--- config.mk ---
export PLATFORM = sky130hd
export DESIGN_NAME = tlb_fa
export DESIGN_NICKNAME = d
export VERILOG_FILES = /design/src/rtl/tlb_pkg.sv /design/src/rtl/tlb_match.sv /design/src/rtl/tlb_victim.sv /design/src/rtl/tlb_fa.sv
export SDC_FILE = /design/constraint.sdc
export NUM_CORES = 1
export LEC_CHECK = 0
export ABC_AREA = 1
export BUFFER_PORTS_ARGS = -buffer_cell sky130_fd_sc_hd__buf_4
export CAP_MARGIN = 20
export CORE_MARGIN = 3
export CORE_UTILIZATION = 30
export CTS_BUF_LIST = sky130_fd_sc_hd__clkbuf_16
export DETAILED_ROUTE_END_ITERATION = 16
export PLACE_DENSITY = 0.52
export SETUP_SLACK_MARGIN = 0.05
export SLEW_MARGIN = 30
export SYNTH_ARGS = -nofsm -noshare
export SYNTH_HDL_FRONTEND = slang
export SYNTH_SLANG_ARGS = --single-unit
--- constraint.sdc ---
create_clock -name clk -period 7.72 [get_ports clk]
set_clock_uncertainty 0.1 [all_clocks]
set_input_delay 0.772 -clock clk [delete_from_list [all_inputs] [get_ports clk]]
set_output_delay 0.772 -clock clk [all_outputs]
set_load 0.05 [all_outputs]
--- src/rtl/tlb_pkg.sv ---
package tlb_pkg;
  localparam int VA_W  = 32;
  localparam int OFF_W = 12;
  localparam int VPN_W = VA_W - OFF_W;
  localparam int PFN_W = 20;
  localparam int PERM_W = 2;
  localparam int PERM_RD = 0;
  localparam int PERM_WR = 1;
endpackage

--- src/rtl/tlb_match.sv ---
module tlb_match
  import tlb_pkg::*;
#(
  parameter int N = 16
) (
  input  logic [VPN_W-1:0] key,
  input  logic [VPN_W-1:0] tags [N],
  input  logic [N-1:0]     vld,
  output logic [N-1:0]     match,
  output logic [N-1:0]     first,
  output logic             any,
  output logic             multi
);
  for (genvar i = 0; i < N; i++) begin : g_cmp
    assign match[i] = vld[i] && (tags[i] == key);
  end
  assign first = match & (~match + 1'b1);
  assign any   = |match;
  assign multi = |(match & (match - 1'b1));
endmodule

--- src/rtl/tlb_victim.sv ---
module tlb_victim #(
  parameter int N = 16
) (
  input  logic [N-1:0] vld,
  input  logic [N-1:0] refb,
  output logic [N-1:0] pick,
  output logic         clr_refs
);
  logic [N-1:0] free_v, old_v;
  assign free_v = ~vld;
  assign old_v  = vld & ~refb;

  always_comb begin
    clr_refs = 1'b0;
    if (|free_v)      pick = free_v & (~free_v + 1'b1);
    else if (|old_v)  pick = old_v & (~old_v + 1'b1);
    else begin
      pick     = {{(N-1){1'b0}}, 1'b1};
      clr_refs = 1'b1;
    end
  end
endmodule

--- src/rtl/tlb_fa.sv ---
module tlb_fa
  import tlb_pkg::*;
#(
  parameter int N = 16
) (
  input  logic              clk,
  input  logic              rst,
  input  logic              flush,
  input  logic              lk_valid,
  input  logic              lk_write,
  input  logic [VA_W-1:0]   lk_vaddr,
  input  logic              fill_valid,
  input  logic [VPN_W-1:0]  fill_vpn,
  input  logic [PFN_W-1:0]  fill_pfn,
  input  logic [PERM_W-1:0] fill_perm,
  output logic              res_valid,
  output logic              res_hit,
  output logic              res_miss,
  output logic              res_prot_fault,
  output logic              res_multi_hit,
  output logic [VA_W-1:0]   res_paddr,
  output logic [PERM_W-1:0] res_perm,
  output logic              res_ref,
  output logic              res_dirty
);
  logic [VPN_W-1:0]  tag_q  [N];
  logic [PFN_W-1:0]  pfn_q  [N];
  logic [PERM_W-1:0] perm_q [N];
  logic [N-1:0] vld_q, ref_q, dirty_q;
  logic [N-1:0] vld_n, ref_n, dirty_n;

  logic [N-1:0] match, hit_oh, pick;
  logic         hit_any, multi, clr_refs;

  logic [PFN_W-1:0]  sel_pfn;
  logic [PERM_W-1:0] sel_perm;
  logic              sel_ref, sel_dirty;

  tlb_match #(.N(N)) u_match (
    .key(lk_vaddr[VA_W-1:OFF_W]), .tags(tag_q), .vld(vld_q),
    .match(match), .first(hit_oh), .any(hit_any), .multi(multi)
  );

  tlb_victim #(.N(N)) u_victim (
    .vld(vld_q), .refb(ref_q), .pick(pick), .clr_refs(clr_refs)
  );

  // One-hot read mux for the lowest matching entry
  always_comb begin
    sel_pfn = '0; sel_perm = '0; sel_ref = 1'b0; sel_dirty = 1'b0;
    for (int i = 0; i < N; i++) begin
      if (hit_oh[i]) begin
        sel_pfn   |= pfn_q[i];
        sel_perm  |= perm_q[i];
        sel_ref   |= ref_q[i];
        sel_dirty |= dirty_q[i];
      end
    end
  end

  logic wr_ok;
  assign wr_ok = sel_perm[PERM_WR];

  // Next-state for per-entry status bits; flush over fill over lookup
  always_comb begin
    vld_n = vld_q; ref_n = ref_q; dirty_n = dirty_q;
    if (lk_valid && hit_any) begin
      ref_n = ref_n | hit_oh;
      if (lk_write && wr_ok) dirty_n = dirty_n | hit_oh;
    end
    if (fill_valid) begin
      if (clr_refs) ref_n = '0;
      vld_n   = vld_n | pick;
      ref_n   = ref_n & ~pick;
      dirty_n = dirty_n & ~pick;
    end
    if (flush) vld_n = '0;
  end

  // Entry payload storage, written only by the fill port
  for (genvar i = 0; i < N; i++) begin : g_ent
    always_ff @(posedge clk) begin
      if (fill_valid && pick[i]) begin
        tag_q[i]  <= fill_vpn;
        pfn_q[i]  <= fill_pfn;
        perm_q[i] <= fill_perm;
      end
    end
  end

  always_ff @(posedge clk) begin
    if (rst) begin
      vld_q <= '0; ref_q <= '0; dirty_q <= '0;
      res_valid <= 1'b0; res_hit <= 1'b0; res_miss <= 1'b0;
      res_prot_fault <= 1'b0; res_multi_hit <= 1'b0;
      res_paddr <= '0; res_perm <= '0; res_ref <= 1'b0; res_dirty <= 1'b0;
    end else begin
      vld_q <= vld_n; ref_q <= ref_n; dirty_q <= dirty_n;
      res_valid      <= lk_valid;
      res_hit        <= lk_valid && hit_any;
      res_miss       <= lk_valid && !hit_any;
      res_prot_fault <= lk_valid && hit_any && lk_write && !wr_ok;
      res_multi_hit  <= lk_valid && multi;
      res_paddr      <= (lk_valid && hit_any) ? {sel_pfn, lk_vaddr[OFF_W-1:0]} : '0;
      res_perm       <= (lk_valid && hit_any) ? sel_perm  : '0;
      res_ref        <= (lk_valid && hit_any) && sel_ref;
      res_dirty      <= (lk_valid && hit_any) && sel_dirty;
    end
  end

  // Checks placed beside the logic they guard
  assert_result_follows_R1: assert property (@(posedge clk) disable iff (rst)
    lk_valid |=> res_valid);
  assert_no_spurious_R1: assert property (@(posedge clk) disable iff (rst)
    !lk_valid |=> !res_valid);
  assert_hit_xor_miss_R3: assert property (@(posedge clk) disable iff (rst)
    res_valid |-> $onehot({res_hit, res_miss}));
  assert_fault_on_write_R7: assert property (@(posedge clk) disable iff (rst)
    res_prot_fault |-> (res_hit && $past(lk_write)));
  assert_multi_is_hit_R8: assert property (@(posedge clk) disable iff (rst)
    res_multi_hit |-> res_hit);
  assert_pick_onehot_R9: assert property (@(posedge clk) disable iff (rst)
    fill_valid |-> $onehot(pick));
  assert_refs_cleared_R11: assert property (@(posedge clk) disable iff (rst)
    (fill_valid && !lk_valid && (&vld_q) && (&ref_q)) |=> (ref_q == '0));
  assert_flush_empties_R12: assert property (@(posedge clk) disable iff (rst)
    flush |=> (vld_q == '0));
endmodule

Word-level counts from Yosys, hierarchy flattened
Memory sizes are Yosys's and may differ from the RTL's.
Index checks and enable logic that the tools add are counted.
{"block": "totals", "n_memories": 2, "inputBits": 80, "regBits": 409, "elab_cells": 402, "out_inout_bits": 41, "ram_bits": 352}
{"name": "pfn_q", "depth": 16, "width": 20, "rd": 16, "rd_ports_with_merged_regs": 0, "write_ports": 1, "line_no": "tlb_fa.sv:27", "rtl": "logic [PFN_W-1:0] pfn_q [N];"}
{"name": "perm_q", "depth": 16, "width": 2, "rd": 16, "rd_ports_with_merged_regs": 0, "write_ports": 1, "line_no": "tlb_fa.sv:28", "rtl": "logic [PERM_W-1:0] perm_q [N];"}
{"block": "classes", "n_reduce_logical": 78, "n_mux": 197, "eq_ne": 16, "n_bitwise": 77, "add_sub_neg": 4}
{"operator": "$mux W20", "count": 31}
{"operator": "$eq A20 B20 Y1", "count": 16}
{"operator": "$or A20 B20 Y20", "count": 15}
{"operator": "$reduce_or A20 Y1", "count": 15}
{"operator": "$mux W16", "count": 9}
{"operator": "$mux W4", "count": 30}
{"operator": "$and A16 B16 Y16", "count": 7}
{"operator": "$mux W1", "count": 96}
{"operator": "$not A16 Y16", "count": 6}
{"operator": "$reduce_or A16 Y1", "count": 4}
{"operator": "$mux W2", "count": 31}
{"operator": "$add A16 B1 Y16 const B", "count": 3}
{"operator": "$or A16 B16 Y16", "count": 3}
{"operator": "$logic_and A1 B1 Y1", "count": 40}
{"operator": "$reduce_or A2 Y1", "count": 17}
{"operator": "$or A1 B1 Y1", "count": 30}
{"operator": "$or A2 B2 Y2", "count": 15}
{"operator": "$sub A16 B1 Y16 const B", "count": 1}
{"operator": "$logic_not A1 Y1", "count": 2}
{"operator": "$not A1 Y1", "count": 1}

Depth between registers and ports, before layout
{"block": "depth", "depth_word": 41, "mapped_depth": 24, "mapped_depth_nobuf": 19}

Modules after synthesis
A second synthesis with hierarchy kept.
{"block": "unflattened", "hier_cells": 2900, "area_unflattened_um2": 32242.2}
{"mod": "tlb_fa", "seq_area_each_um2": 21961.1, "n_inst": 1, "area_per_inst_um2": 25654.6, "cells_per_inst": 1441}
{"mod": "tlb_match", "seq_area_each_um2": 0.0, "n_inst": 1, "area_per_inst_um2": 5806.8, "cells_per_inst": 1279}
{"mod": "tlb_victim", "seq_area_each_um2": 0.0, "n_inst": 1, "area_per_inst_um2": 780.7, "cells_per_inst": 180}

Least setup slack after synthesis
OpenSTA, ideal clock, no wires.
{"block": "synth_path", "kind": "reg-to-reg", "start": "register vld_q[1]", "end": "memory perm_q[13][0], in the netlist perm_q[1][10] (enable)", "path_buffers": 0, "arrival_time_ps": 5746, "synth_period_minus_slack_ps": 6404, "stages_incl_launch_ff": 13, "setup_time_ps": 558, "setup_slack_ps": 1316, "t_required_ps": 7062, "path_cell_list": "dfxtp_1 > nand2_1 > nor2_1 > nand2_1 > nor2_1 > nand2_1 > nor2_1 > inv_1 > nor2_2 > nand3_2 > nor3_2 > inv_1 > o41ai_1"}
{"block": "synth_between", "elab_chain_cells": 25, "elab_cells_between_ends": 105, "classes_between": "2 x add/sub; 64 x mux; 6 x bitwise; 33 x reduce/logical"}
{"element": "start: declaration", "line_no": "tlb_fa.sv:29", "rtl": "logic [N-1:0] vld_q, ref_q, dirty_q;"}
{"element": "start signal: assignment", "line_no": "tlb_fa.sv:98", "rtl": "vld_q <= vld_n; ref_q <= ref_n; dirty_q <= dirty_n;"}
{"element": "$and A16 B16 Y16", "line_no": "tlb_victim.sv:11", "rtl": "assign old_v = vld & ~refb;"}
{"element": "$not A16 Y16", "line_no": "tlb_victim.sv:16", "rtl": "else if (|old_v) pick = old_v & (~old_v + 1'b1);"}
{"element": "$add A16 B1 Y16", "line_no": "tlb_victim.sv:16"}
{"element": "$and A16 B16 Y16", "line_no": "tlb_victim.sv:16"}
{"element": "$mux W16", "line_no": "tlb_victim.sv:16"}
{"element": "$mux W16 *", "line_no": "tlb_victim.sv:15", "rtl": "if (|free_v) pick = free_v & (~free_v + 1'b1);"}
{"element": "$logic_and A1 B1 Y1", "line_no": "tlb_fa.sv:83", "rtl": "if (fill_valid && pick[i]) begin"}
{"element": "$mux W1", "line_no": "tlb_fa.sv:83"}
{"element": "$mux W1 (not written as such)", "line_no": "tlb_fa.sv:86", "rtl": "perm_q[i] <= fill_perm;"}
{"element": "$reduce_or A2 Y1 (no line)"}
{"element": "$mux W4 (no line) or $mux W1 (tied branches) (15 in a row)"}
{"element": "end: declaration", "line_no": "tlb_fa.sv:28"}
Every way passes the cells marked *; elsewhere a longest branch is shown, timed or not.

Worst setup path in the final report
{"block": "layout_path", "start": "input lk_vaddr[17]", "end": "register res_paddr[31]"}
{"block": "layout_between", "elab_chain_cells": 36, "elab_cells_between_ends": 70, "classes_between": "1 x add/sub; 16 x eq/ne; 16 x mux; 18 x bitwise; 19 x reduce/logical"}
{"element": "start: declaration", "line_no": "tlb_fa.sv:11", "rtl": "input logic [VA_W-1:0] lk_vaddr,"}
{"element": "$eq A20 B20 Y1", "line_no": "tlb_match.sv:15", "rtl": "assign match[i] = vld[i] && (tags[i] == key);"}
{"element": "$logic_and A1 B1 Y1", "line_no": "tlb_match.sv:15"}
{"element": "$not A16 Y16", "line_no": "tlb_match.sv:17", "rtl": "assign first = match & (~match + 1'b1);"}
{"element": "$add A16 B1 Y16", "line_no": "tlb_match.sv:17"}
{"element": "$and A16 B16 Y16", "line_no": "tlb_match.sv:17"}
{"element": "$mux W20", "line_no": "tlb_fa.sv:52", "rtl": "if (hit_oh[i]) begin"}
{"element": "$or A20 B20 Y20", "line_no": "tlb_fa.sv:53", "rtl": "sel_pfn |= pfn_q[i];"}
{"element": "$mux W20", "line_no": "tlb_fa.sv:52"}
{"element": "[20 not listed]"}
{"element": "$or A20 B20 Y20", "line_no": "tlb_fa.sv:53"}
{"element": "$mux W20", "line_no": "tlb_fa.sv:52"}
{"element": "$or A20 B20 Y20", "line_no": "tlb_fa.sv:53"}
{"element": "$mux W20", "line_no": "tlb_fa.sv:52"}
{"element": "$or A20 B20 Y20", "line_no": "tlb_fa.sv:53"}
{"element": "$mux W20", "line_no": "tlb_fa.sv:52"}
{"element": "$or A20 B20 Y20", "line_no": "tlb_fa.sv:53"}
{"element": "$mux W20", "line_no": "tlb_fa.sv:52"}
{"element": "end signal: assignment", "line_no": "tlb_fa.sv:104", "rtl": "res_paddr <= (lk_valid && hit_any) ? {sel_pfn, lk_vaddr[OFF_W-1:0]} : '0;"}
{"element": "end: declaration", "line_no": "tlb_fa.sv:21", "rtl": "output logic [VA_W-1:0] res_paddr,"}
Parallel ways exist; a longest one is shown, timed or not.
A chain may end at the register's enable or synchronous reset.

==> summary.md <==
| Metric | Value |
|---|---|
| Worst Hold Class | input port to flop |
| Rows | 120 |
| Critical Path RT | 8220 ps |
| Post-route DRC | 0 |
| Largest net degree at the start of global routing | 45 |
| Worst path cell trace | buf_4 > inv_2 > nand2_1 > nand2_1 > nor2_1 > nand2_1 > nor2_1 > nand3_1 > buf_4 > nand2_2 > nor2_4 > nand2_4 > nor2_8 > nand3_4 > o21ai_0 > inv_1 > nand2_1 > o21ai_1 > inv_1 |
| Core area | 108000 um2 |
| Starting density of the core | 30.4% |
| Die area | 113000 um2 |
| Clk network pwr share | 44.6% |
| Post-Route Utilization | 35.0% |
| Via-per-instance ratio | 4.85 |
| Critical Path Slowest Stage Cell | nor2_4 |
| Ys Warns | 0 |
| Post-CTS Resized | 0 |
| Setup slack, reg-to-reg | 3310 ps |
| CTS buffer count | 82 |
| Worst-Skew Late Latency | 660 ps |
| HPWL Detailed | 70.3 mm |
| FF-to-FF Start | tag_q[300]$_DFFE_PP_ |
| # setup viols final | 0 |
| Drt total wl | 109 mm |
| Ant diodes | 0 |
| Number of global-route vias before repair | 21.5k |
| GRT Util Overall | 19.1% |
| Outcome | finished, final reports clean |
| Die Y | 336 um |
| Final Slew Violations | 0 |
| DRT antenna net count | 0 |
| Placer Congestion | 0.901 |
| Post-DR wirelength/cell | 23.5 um |
| Crit Reg-Reg Endpoint | res_paddr[31]$_SDFF_PP0_ |
| Worst-path clk slew | 60 ps |
| CP peak stage delay | 700 ps |
| Share of the synthesized area in the top cell type | 61.8% |
| Final period utilization | 58.2% |
| Worst-path fanout max | 33 |
| End of the critical path | res_paddr[31]$_SDFF_PP0_ |
| Peak VDD IR | 153 uV |
| First-pass GRT wire length | 156 mm |
| Ys flop type | edfxtp_1 |
| Sw Ratio | 22.5% |
| CTS tree | done |
| Post-CTS Hold Buffers | 0 |
| Most common cell in the netlist | nand2_1 |
| Vias post-DR | 22.5k |
| Worst setup EP type | flop |
| Start point of the critical path | lk_vaddr[17] |
| EDFF count, synth | 672 |
| Initial antenna violation count | 1 |
| I/O pins | 121 |
| DR pass1 iterations | 5 |
| Cell count after synthesis | 3047 |
| Tmin final | 4490 ps |
| Cell Int Power | 6.75 mW |
| Layout overhead on the synthesized area | 15.1% |
| IO Port Bufs | 120 |
| Worst-Margin Slew | 993 ps |
| Sequential fraction of the synthesis area | 67.3% |
| CTS root buf | clkbuf_16 |
| Critical path arrival | 4990 ps |
| Setup TNS | 0 ps |
| Pwr Density | 232 nW/um2 |
| CTS H-tree depth | 3 |
| Max-Slew Margin vs Limit | 33.8% |
| Crit Path Category | input port to flop |
| Final hold vios | 0 |
| Initial drt markers | 2256 |
| Total grt overflow | 0 |
| Syn_area_per_cell | 10.7 um2 |
| Yosys cell types | 50 |
| Placement Setup Slack | 2520 ps |
| Worst Setup Slack, final | 3230 ps |
| FMAX | 223 MHz |
| Cell depth of the worst flop-to-flop path | 18 |
| RSZ-0062 raised after global routing | no |
| Cell taking the most area after synthesis | edfxtp_1 |
| Most frequent cells after synthesis | 799 x nand2_1, 672 x edfxtp_1, 295 x inv_1 |
| CTS Buffer Depth | 3 |
| Max-Cap Viols | 0 |
| Sequential power share | 51.7% |
| Clock sinks | 761 |
| Async set-reset flop share out of synthesis | 0% |
| Layout cells sized above 1 | 12.9% |
| Width of the die | 336 um |
| Mapped Area | 32700 um2 |
| Mapped Nets | 3127 |
| Post-CTS setup buffer count | 0 |
| Share of total power in combinational logic | 3.7% |
| Nets | 3242 |
| Sw Pwr | 1.96 mW |
| Startpoint of the worst hold path | lk_vaddr[6] |
| Largest cells by area after synthesis | edfxtp_1 62%, nand2_1 9.2%, dfxtp_1 5.5% |
| #FFs+latches synth | 761 |
| P_leak | 14.2 nW |
| Most numerous cell on the critical path | nand2_1 |
| CP Launch Type | input port |
==> cells in the final DEF (no fill, tap or decap), types with 8 or more instances in the layout <==
cell / n
nand4_1: 79
nand3_1: 220
nor2_2: 14
nor2_1: 268
nor3b_1: 10
xor2_1: 18
clkinv_1: 30
o22ai_1: 23
edfxtp_1: 672
inv_2: 51
nor3_1: 13
dfxtp_1: 89
clkbuf_16: 83
inv_1: 306
buf_4: 144
o21ai_2: 10
a21oi_1: 44
nand2_2: 17
o21ai_0: 80
clkinv_2: 10
nand2_1: 798
a21oi_2: 8
nand3_2: 19
nor2_4: 11
o21ai_1: 79
xnor2_1: 49
==> routing by layer <==
metal	wire [um]	global-route usage, %	part of all wire, %
met1	48700	26.8	45
met2	49100	30.0	45
met3	8300	3.75	7.6
met4	3020	5.70	2.8
met5	0	0	0
==> power by group through the flow <==
stage | sequential (mW) | clock [mW] | combinational [mW]
2_1_floorplan | 4.59 | 0 | 0.147
3_3_place_gp | 4.59 | 0 | 0.319
3_5_place_dp | 4.59 | 0 | 0.320
4_1_cts | 4.50 | 3.94 | 0.320
5_1_grt | 4.50 | 4.11 | 0.347
6_report | 4.50 | 3.88 | 0.322
==> worst min path at each step <==
| stage | end | slack (ps) | cells after the start |
|---|---|---|---|
| 2_1_floorplan | dirty_q[4]$_SDFF_PP0_ | 330 | 2 |
| 3_3_place_gp | dirty_q[2]$_SDFF_PP0_ | 340 | 2 |
| 3_5_place_dp | dirty_q[2]$_SDFF_PP0_ | 340 | 2 |
| 4_1_cts | res_paddr[6]$_SDFF_PP0_ | 200 | 3 |
| 5_1_grt | res_paddr[6]$_SDFF_PP0_ | 220 | 3 |
| 6_report | res_paddr[6]$_SDFF_PP0_ | 230 | 3 |
==> state kept, by name, indices dropped and copies added (netlist names) <==
signal          flops
res_dirty           1
ref_q              16
vld_q              16
res_multi_hit       1
res_hit             1
tag_q             320
pfn_q             320
res_prot_fault      1
res_paddr          32
res_miss            1
res_ref             1
dirty_q            16
perm_q             32
res_valid           1
res_perm            2
==> logic make-up after synthesis <==
group / synth area share, %
simple gates: 20.2
flops: 67.3
buf+inv: 6.06
compound gates: 4.68
xor+xnor: 1.80
==> per-stage QoR <==
| step | area (um2) | total power [mW] | cells | hold WS (ps) |
|---|---|---|---|---|
| finish | 37600 | 8.71 | 4634 | 230 |
| global route | 37600 | 8.96 | 4634 | 218 |
| detailed placement | 34900 | 4.91 | 4481 | 341 |
| global placement | 34900 | 4.91 | 4480 | 339 |
| floorplan | 32700 | 4.74 | 3047 | 328 |
| CTS | 37600 | 8.77 | 4634 | 196 |
==> cell type report <==
type / count / area, um2
timing repair buffer: 145 / 1100
clock buffer: 83 / 2080
tap: 1403 / 1760
multi-input combinational: 1826 / 8810
fill: 10800 / 69900
sequential: 761 / 22000
clock inverter: 70 / 588
inverter: 346 / 1310
==> worst max-delay path: cells and delay by family <==
kind                   cells  cell delay (ps)
AOI/OAI and AO/OA          2              360
buffers and inverters      5             1120
and+or+nand+nor           12             2640
Note: power is estimated with default switching activity, not from simulation.
